File: src/rtl/iring_pkg.sv
package iring_pkg;
  localparam logic [1:0] OP_NORM = 2'b00;
  localparam logic [1:0] OP_LIT  = 2'b01;
  localparam logic [1:0] OP_KILL = 2'b10;
  localparam logic [1:0] OP_GATE = 2'b11;

  typedef enum logic [1:0] {
    PD_NONE   = 2'b00,
    PD_KILL   = 2'b01,
    PD_UNCLOG = 2'b10
  } pend_e;
endpackage

File: src/rtl/instr_ring_store.sv
module instr_ring_store #(
  parameter int DEPTH = 8,
  parameter int IW    = 16,
  parameter int OW    = $clog2(DEPTH + 1)
) (
  input  logic          clk,
  input  logic          rst_n,
  input  logic          pop,
  input  logic          rq_en,
  input  logic [IW-1:0] rq_data,
  input  logic          ins_en,
  input  logic [IW-1:0] ins_data,
  input  logic          upd_en,
  input  logic [IW-1:0] upd_data,
  output logic [IW-1:0] head_data,
  output logic [OW-1:0] occ
);
  localparam int PW = (DEPTH > 1) ? $clog2(DEPTH) : 1;
  localparam int XW = OW + 1;
  localparam logic [PW-1:0] LAST = PW'(DEPTH - 1);

  logic [IW-1:0] mem [DEPTH];
  logic [PW-1:0] hd_q, hd_d;
  logic [OW-1:0] occ_q, occ_d;
  logic [XW-1:0] base_a, base_b;
  logic [PW-1:0] slot_a, slot_b;

  // tail slots: requeued entry first, fresh entry after it
  always_comb begin
    base_a = XW'(hd_q) + XW'(occ_q);
    base_b = base_a + XW'(rq_en);
    slot_a = (base_a >= XW'(DEPTH)) ? PW'(base_a - XW'(DEPTH)) : PW'(base_a);
    slot_b = (base_b >= XW'(DEPTH)) ? PW'(base_b - XW'(DEPTH)) : PW'(base_b);
    hd_d   = (hd_q == LAST) ? '0 : hd_q + PW'(1);
    occ_d  = occ_q + OW'(rq_en) + OW'(ins_en) - OW'(pop);
  end

  always_ff @(posedge clk or negedge rst_n) begin
    if (!rst_n) begin
      hd_q  <= '0;
      occ_q <= '0;
    end else begin
      if (pop) hd_q <= hd_d;
      if (pop || rq_en || ins_en) occ_q <= occ_d;
    end
  end

  always_ff @(posedge clk) begin
    if (upd_en) mem[hd_q]   <= upd_data;
    if (rq_en)  mem[slot_a] <= rq_data;
    if (ins_en) mem[slot_b] <= ins_data;
  end

  assign head_data = mem[hd_q];
  assign occ       = occ_q;

  assert_no_overflow_R2: assert property (@(posedge clk) disable iff (!rst_n)
    occ_q <= OW'(DEPTH));

  assert_full_requeue_R11: assert property (@(posedge clk) disable iff (!rst_n)
    (occ_q == OW'(DEPTH) && rq_en) |=> (occ_q == OW'(DEPTH)));
endmodule

File: src/rtl/instr_ring_ctrl.sv
module instr_ring_ctrl
  import iring_pkg::*;
#(
  parameter int DEPTH = 8,
  parameter int IW    = 16,
  parameter int CW    = 7,
  parameter int OW    = $clog2(DEPTH + 1)
) (
  input  logic          clk,
  input  logic          rst_n,
  input  logic          in_valid,
  input  logic [IW-1:0] in_instr,
  input  logic          exec_done,
  input  logic [IW-1:0] head_instr,
  input  logic [OW-1:0] occ,
  output logic          in_ready,
  output logic          exec_valid,
  output logic          blocked,
  output logic          pop,
  output logic          rq_en,
  output logic [IW-1:0] rq_data,
  output logic          ins_en,
  output logic [IW-1:0] ins_data,
  output logic          upd_en,
  output logic [IW-1:0] upd_data
);
  localparam int SUB = IW - 3;
  localparam logic [CW-1:0] CMAX = {CW{1'b1}};

  pend_e         pend_q, pend_d;
  logic [CW-1:0] kcnt_q, kcnt_d;
  logic          kcnt_en;

  logic [1:0]    h_op, in_op;
  logic          h_sub, have, h_clog, in_side, full;
  logic [CW-1:0] h_cnt, cnt_next;
  logic          fire, fire_norm, retire, requeue, repeat_hd;
  logic          kill_hit, unclog_hit, acc;
  logic [IW-1:0] new_head;

  always_comb begin
    h_op    = head_instr[IW-1:IW-2];
    h_sub   = head_instr[SUB];
    h_cnt   = head_instr[CW-1:0];
    have    = (occ != '0);
    h_clog  = have && (h_op == OP_GATE) && !h_sub;
    in_op   = in_instr[IW-1:IW-2];
    in_side = (in_op == OP_KILL) || ((in_op == OP_GATE) && in_instr[SUB]);
    full    = (occ == OW'(DEPTH));

    exec_valid = have && !h_clog && (pend_q != PD_KILL);
    fire       = exec_valid && exec_done;
    fire_norm  = fire && (h_op == OP_NORM);
    retire     = fire && ((h_op != OP_NORM) || (h_cnt == '0));
    requeue    = fire_norm && (h_cnt != '0) && h_sub;
    repeat_hd  = fire_norm && (h_cnt != '0) && !h_sub;
    cnt_next   = (h_cnt == CMAX) ? h_cnt : h_cnt - CW'(1);
    new_head   = {head_instr[IW-1:CW], cnt_next};

    kill_hit   = (pend_q == PD_KILL) && have && !h_clog;
    unclog_hit = (pend_q == PD_UNCLOG) && h_clog;

    in_ready = (pend_q == PD_NONE) && (in_side || !full);
    acc      = in_valid && in_ready;
  end

  assign pop      = retire || requeue || kill_hit || unclog_hit;
  assign rq_en    = requeue;
  assign rq_data  = new_head;
  assign upd_en   = repeat_hd;
  assign upd_data = new_head;
  assign ins_en   = acc && !in_side;
  assign ins_data = in_instr;
  assign blocked  = (pend_q != PD_NONE);

  // insertion-point state: next-state logic
  always_comb begin
    pend_d  = pend_q;
    kcnt_d  = kcnt_q;
    kcnt_en = 1'b0;
    if (acc && in_side) begin
      pend_d  = (in_op == OP_KILL) ? PD_KILL : PD_UNCLOG;
      kcnt_d  = in_instr[CW-1:0];
      kcnt_en = 1'b1;
    end else if (kill_hit) begin
      if (kcnt_q == '0) begin
        pend_d = PD_NONE;
      end else begin
        kcnt_d  = kcnt_q - CW'(1);
        kcnt_en = 1'b1;
      end
    end else if (unclog_hit) begin
      pend_d = PD_NONE;
    end
  end

  always_ff @(posedge clk or negedge rst_n) begin
    if (!rst_n) begin
      pend_q <= PD_NONE;
      kcnt_q <= '0;
    end else begin
      pend_q <= pend_d;
      if (kcnt_en) kcnt_q <= kcnt_d;
    end
  end

  assert_clog_hold_R8: assert property (@(posedge clk) disable iff (!rst_n)
    (h_clog && pend_q != PD_UNCLOG) |=> (occ >= $past(occ)));

  assert_unclog_pair_R9: assert property (@(posedge clk) disable iff (!rst_n)
    unclog_hit |=> (pend_q == PD_NONE && occ + OW'(1) == $past(occ)));

  assert_kill_pop_R10: assert property (@(posedge clk) disable iff (!rst_n)
    kill_hit |=> (occ + OW'(1) == $past(occ)));

  assert_repeat_dec_R4: assert property (@(posedge clk) disable iff (!rst_n)
    (fire_norm && !h_sub && h_cnt != '0 && h_cnt != CMAX)
      |=> (head_instr[CW-1:0] + CW'(1) == $past(h_cnt)));

  assert_standing_R6: assert property (@(posedge clk) disable iff (!rst_n)
    (fire_norm && !h_sub && h_cnt == CMAX) |=> (head_instr == $past(head_instr)));
endmodule

File: src/rtl/instr_ring.sv
module instr_ring #(
  parameter int DEPTH = 8,
  parameter int IW    = 16,
  parameter int CW    = 7
) (
  input  logic                         clk,
  input  logic                         rst_n,
  input  logic                         in_valid,
  input  logic [IW-1:0]                in_instr,
  output logic                         in_ready,
  output logic                         exec_valid,
  output logic [IW-1:0]                exec_instr,
  input  logic                         exec_done,
  output logic [$clog2(DEPTH+1)-1:0]   occupancy,
  output logic                         blocked
);
  localparam int OW = $clog2(DEPTH + 1);

  logic          pop, rq_en, ins_en, upd_en;
  logic [IW-1:0] rq_data, ins_data, upd_data, head;
  logic [OW-1:0] occ;

  instr_ring_ctrl #(.DEPTH(DEPTH), .IW(IW), .CW(CW), .OW(OW)) u_ctrl (
    .clk(clk), .rst_n(rst_n),
    .in_valid(in_valid), .in_instr(in_instr), .exec_done(exec_done),
    .head_instr(head), .occ(occ),
    .in_ready(in_ready), .exec_valid(exec_valid), .blocked(blocked),
    .pop(pop), .rq_en(rq_en), .rq_data(rq_data),
    .ins_en(ins_en), .ins_data(ins_data),
    .upd_en(upd_en), .upd_data(upd_data)
  );

  instr_ring_store #(.DEPTH(DEPTH), .IW(IW), .OW(OW)) u_store (
    .clk(clk), .rst_n(rst_n),
    .pop(pop), .rq_en(rq_en), .rq_data(rq_data),
    .ins_en(ins_en), .ins_data(ins_data),
    .upd_en(upd_en), .upd_data(upd_data),
    .head_data(head), .occ(occ)
  );

  assign exec_instr = head;
  assign occupancy  = occ;
endmodule

File: config.mk
export PLATFORM = sky130hd
export DESIGN_NAME = instr_ring
export DESIGN_NICKNAME = d
export VERILOG_FILES = /design/src/rtl/iring_pkg.sv /design/src/rtl/instr_ring_store.sv /design/src/rtl/instr_ring_ctrl.sv /design/src/rtl/instr_ring.sv
export SDC_FILE = /design/constraint.sdc
export NUM_CORES = 1
export LEC_CHECK = 0
export ABC_AREA = 1
export ABC_CLOCK_PERIOD_IN_PS = 4200
export BUFFER_PORTS_ARGS = -buffer_cell sky130_fd_sc_hd__clkbuf_2
export CAP_MARGIN = 30
export CORE_ASPECT_RATIO = 0.75
export CORE_UTILIZATION = 60
export CTS_BUF_LIST = sky130_fd_sc_hd__clkbuf_2
export DETAILED_ROUTE_END_ITERATION = 12
export PLACE_DENSITY = 0.77
export SYNTH_ARGS = -nofsm -noshare
export SYNTH_HDL_FRONTEND = slang
export SYNTH_SLANG_ARGS = --single-unit
File: constraint.sdc
create_clock -name clk -period 4.2 [get_ports clk]
set_input_delay 0.42 -clock clk [delete_from_list [all_inputs] [get_ports clk]]
set_output_delay 0.42 -clock clk [all_outputs]
set_load 0.1 [all_outputs]
**After elaboration in Yosys (flattened, before gate mapping)**

Memories as Yosys holds them, arrays and structs flattened.
Index checks and enable logic that the tools add are counted.

- $lt $le $gt $ge: 2
- Reduce and logical (&&, ||, !) cells: 43
- Add/subtract/negate cells: 10
- Eq/ne operators: 11
- Multiplexer cells: 24

Operators with widths:

| operator | number |
|---|---|
| 2-to-1 mux 7 bit | 4 |
| logical AND 1 bit | 18 |
| 2-to-1 mux 16 bit | 1 |
| OR reduction 16 bit | 1 |
| zero test 7 bit | 2 |
| subtractor 7 x 1 -> 7 bit, second input constant | 2 |
| 2-to-1 mux 3 bit | 4 |
| greater-or-equal comparator 5 x 4 -> 1 bit, second input constant | 2 |
| 2-to-1 mux 1 bit | 10 |
| 2-to-1 mux 2 bit | 5 |
| adder 4 x 1 -> 4 bit | 2 |
| == test 2 bit, second input constant | 4 |
| logical OR 1 bit | 8 |
| == test 7 bit, second input constant | 1 |
| nonzero test 7 bit | 1 |
| nonzero test 2 bit | 3 |
| subtractor 3 x 1 -> 3 bit, second input constant | 2 |
| adder 3 x 4 -> 5 bit | 1 |
| adder 5 x 1 -> 5 bit | 1 |
| == test 4 bit, second input constant | 1 |
| zero test 1 bit | 4 |
| zero test 2 bit | 2 |
| inequality test 2 x 1 -> 1 bit, second input constant | 2 |
| nonzero test 4 bit | 1 |
| other kinds (8) | 8 |

- Input bits: 20
- Output and inout port bits: 23
- Memories kept: 1
- Register bits after elaboration: 16
- Bits in writable memories: 128
- Word-level logic and storage cells: 95

Memory list:

| name | words | width | rd ports | clocked after memory_dff | write ports | line | source |
|---|---|---|---|---|---|---|---|
| u_store.mem | 8 | 16 | 1 | 0 | 2 | instr_ring_store.sv:22 | `logic [IW-1:0] mem [DEPTH];` |

**Longest topological paths before layout**

An unclocked memory read counts as a cell.

- Depth after elaboration: 16
- Mapped depth: 26
- Gate-level depth less buffers: 22

**By module**

From an unflattened synthesis, not the netlist that was laid out.

- Cell total of the unflattened synthesis: 1541
- Area total of the unflattened synthesis: 11328.4 um2

Modules (own cells, without submodules):

| module | area each (um2) | cells an instance | seq. area each (um2) | instances |
|---|---|---|---|---|
| instr_ring_store | 10055.9 | 1344 | 4018.9 | 1 |
| instr_ring_ctrl | 1272.5 | 197 | 225.2 | 1 |

**Worst setup path before layout**

Ideal clock, no wire load.

- Kind: register to register
- Start point: reg u_store.hd_q[1]
- End point: mem u_store.mem[5][0], enable pin
- Slack: -987 ps
- Library setup time: 372 ps
- Stages on the path, launching flop included: 24
- Buffers on the path: 2
- Clock period less this slack: 5187 ps
- Required time: 3828 ps
- Data arrival time: 4816 ps
- Cell sequence: dfrtp_1 inv_2 buf_2 o21ai_0 o22ai_1 inv_1 o21ai_1 inv_2 ha_1 nand3_2 nor2_1 nor2_1 nand3_4 inv_1 ha_1 ha_1 xnor2_2 inv_2 nor2_1 inv_2 nor2_1 inv_2 buf_2 nand2_1

RTL lines:

| element | line | source |
|---|---|---|
| start, declared | instr_ring_store.sv:23 | `logic [PW-1:0] hd_q, hd_d;` |
| start signal, assigned | instr_ring_store.sv:40 | `hd_q <= '0;` |
| start signal, assigned | instr_ring_store.sv:43 | `if (pop) hd_q <= hd_d;` |
| end, declared | instr_ring_store.sv:22 |  |

==> results.tsv <==
metric	value	unit
holdWs	95.6	ps
grt_pass1_vias	6431	
vias	6947	
async_flop_share	11.1	%
ys_ff_latch	144	
synthTopCellsByArea	edfxtp_1 46%, nand2_1 12%, o21ai_0 5.2%, o21ai_1 5.0%, dfrtp_1 4.8%	
grt_util_all_layers	31.9	%
gp_congestion	0.926	
synthDistinctLibCells	38	
grt_start_max_net_pins	56	
die_h	104	um
clock_skew	25.7	ps
cts_sinks	144	
arrival	4530	ps
n_antenna_cell	0	
crit_type	flop to flop	
cp.required	4680	ps
wl_per_cell	17.8	um
fin_crit	4050	ps
grt.overflow.total	0	
grt_pass1_wl	34900	um
synth_edf_count	128	
viasPerCell	5.72	
cpMostUsedCell	nor2_1	
die_w	138	um
critPathTopFamily	simple AND/OR/NAND/NOR gates	
syn-cell-area	8330	um2
max_slew_margin	48.5	%
io_pins	43	
cp_max_fo	13	
synth_top_area_share	46.2	%
hold_path_class	input pin to flop	
clockBufferDepth	2	
yosys.area.top_type	edfxtp_1	
critPathLaunchType	flop	
setup_viol	0	
path_cells	buf_12 > o21ai_0 > o22ai_1 > inv_1 > o21ai_4 > inv_2 > ha_1 > nand3_2 > nor2_1 > nor2_1 > nand3_4 > inv_1 > ha_1 > ha_1 > xnor2_2 > nor2_1 > inv_2 > nor2_1 > inv_1 > nand2_1 > buf_12	
final_net_count	1069	
drt.antenna.violating_nets	0	
port_buffers	42	
ys_warn_count	0	
hpwl	14500	um
dr.first_iter.drc_count	842	
tightest_slew	770	ps
htreeDepth	4	
synth_top_cells_by_count	267 x nand2_1, 128 x edfxtp_1, 96 x inv_1	
synth.most_common_cell	nand2_1	
fp.coreArea	13200	um2
drt_wl_total	21700	um
cp-end-kind	flop	
max_cap_violations	0	
cts_tree	yes	
clock_latency	740	ps
synth_ff_type	edfxtp_1	
clkTransAtPathRegs	220	ps
pre_cts_slack	128	ps
cts_made_buffers	17	
drive_gt1_share	16.6	%
start_util	62.9	%
yosysSeqAreaShare	51.0	%
fmax	247	MHz
grt_antenna_before_repair	0	
post-route-period-util	96.4	%
synthesis.nets	1023	
synth_area_per_cell	8.45	um2
synthCells	985	
dieArea	14400	um2
drc	0	
max_stage_delay	590	ps
row_count	36	
finalHoldViolations	0	
layout_setup_ws	150	ps
firstDrtPassIters	6	
syn_to_final_growth	8.97	%
slowest_stage	dfrtp_4	
crit_buf_inv	7	
cts-root-buf	clkbuf_2	
outcome	completed	
slew_viol_final	0	
per-layer routing:
layer  global-route usage, %  part of all wire (%)  vias to the layer above
li1                        -                     -                     3363
met1                    48.2                    45                     3202
met2                    45.3                    43                      353
met3                    7.73                    11                       29
met4                    9.81                   1.5                        0
met5                       0                     0                        -
stage by stage:
step,instances,cell area [um2],utilization (%),TNS (ps)
2_1_floorplan,985,8350,-,0
3_3_place_gp,1177,8770,66.2,0
3_5_place_dp,1177,8770,66.2,0
4_1_cts,1213,9030,68.2,0
5_1_grt,1215,9070,68.5,-229
6_report,1215,9070,68.5,0
registers in the layout, indices dropped and copies added (netlist names):
name	flops
u_ctrl.kcnt_q	7
u_ctrl.pend_q	2
u_store.hd_q	3
u_store.mem	128
u_store.occ	4
cell usage in the layout (no fill, tap or decap), types with 3 or more instances in the layout:
| cell type | n |
|---|---|
| xnor2_1 | 3 |
| dlygate4sd3_1 | 4 |
| inv_2 | 21 |
| buf_4 | 28 |
| fa_1 | 3 |
| a31oi_2 | 7 |
| o22ai_1 | 10 |
| nor2_4 | 3 |
| o21ai_1 | 84 |
| clkbuf_2 | 61 |
| nand3_1 | 48 |
| o21ai_0 | 85 |
| buf_12 | 5 |
| o211ai_1 | 3 |
| clkinv_2 | 5 |
| o21ai_2 | 3 |
| xor2_1 | 4 |
| nand3_2 | 4 |
| o221ai_1 | 3 |
| nand2_4 | 5 |
| inv_1 | 96 |
| edfxtp_1 | 128 |
| nand2_1 | 264 |
| nand4_1 | 3 |
| clkinv_1 | 3 |
| nand2_2 | 7 |
| a21oi_2 | 3 |
| dfrtp_1 | 15 |
| a21oi_1 | 9 |
| ha_1 | 15 |
| nor2_2 | 5 |
| nor2_1 | 88 |
worst min-delay path: cells and delay by family:
family	cells	cell delay (ps)
AO/OA/AOI/OAI	1	150
buffers and inverters	2	180
worst paths after layout:
kind                                                    from  depth (start not counted)                            to  slack [ps]
worst max-delay path             u_store.hd_q[0]$_DFFE_PN0N_                         21  u_store.mem[1][10]$_DFFE_PP_         150
worst min-delay path                             in_instr[8]                          3   u_store.mem[0][8]$_DFFE_PP_         100
worst max register to register   u_store.hd_q[0]$_DFFE_PN0N_                         21  u_store.mem[1][10]$_DFFE_PP_         150
worst min register to register  u_ctrl.kcnt_q[0]$_DFFE_PN0P_                          3  u_ctrl.kcnt_q[0]$_DFFE_PN0P_         610
max in group asynchronous                              rst_n                          2   u_store.hd_q[0]$_DFFE_PN0N_        3690
min in group asynchronous                              rst_n                          2    u_store.occ[1]$_DFFE_PN0P_         140
cell families (layout without fill, tap and decap cells):
logic type	count (synthesis)	in the layout	synth area share (%)
and+or+nand+nor	432	432	21.7
DFF	144	144	51.0
AOI/OAI and AO/OA	210	210	14.0
buffers and inverters	170	229	8.88
adders and majority gates	18	18	2.97
xor gates and xnor gates	11	11	1.52
area by class of cell:
class	instances	area [um2]
Clock buffer	19	95.1
Multi-Input combinational cell	671	3390
Clock inverter	13	121
Sequential cell	144	4250
Timing Repair Buffer	79	561
Fill cell	1083	4170
Inverter	118	450
Tap cell	171	214
what timing repair did:
| action | 4_1_cts | 5_1_grt |
|---|---|---|
| setup endpoints to repair | 0 | 165 |
| hold buffers | 4 | 0 |
| endpoints found under the hold margin | 19 | 0 |
| buffers inserted | 0 | 2 |
| resized for setup | 0 | 6 |
Power is left out: the tool's default activity adds up to more than one toggle a clock period on the data nets, which glitch-free logic cannot reach.
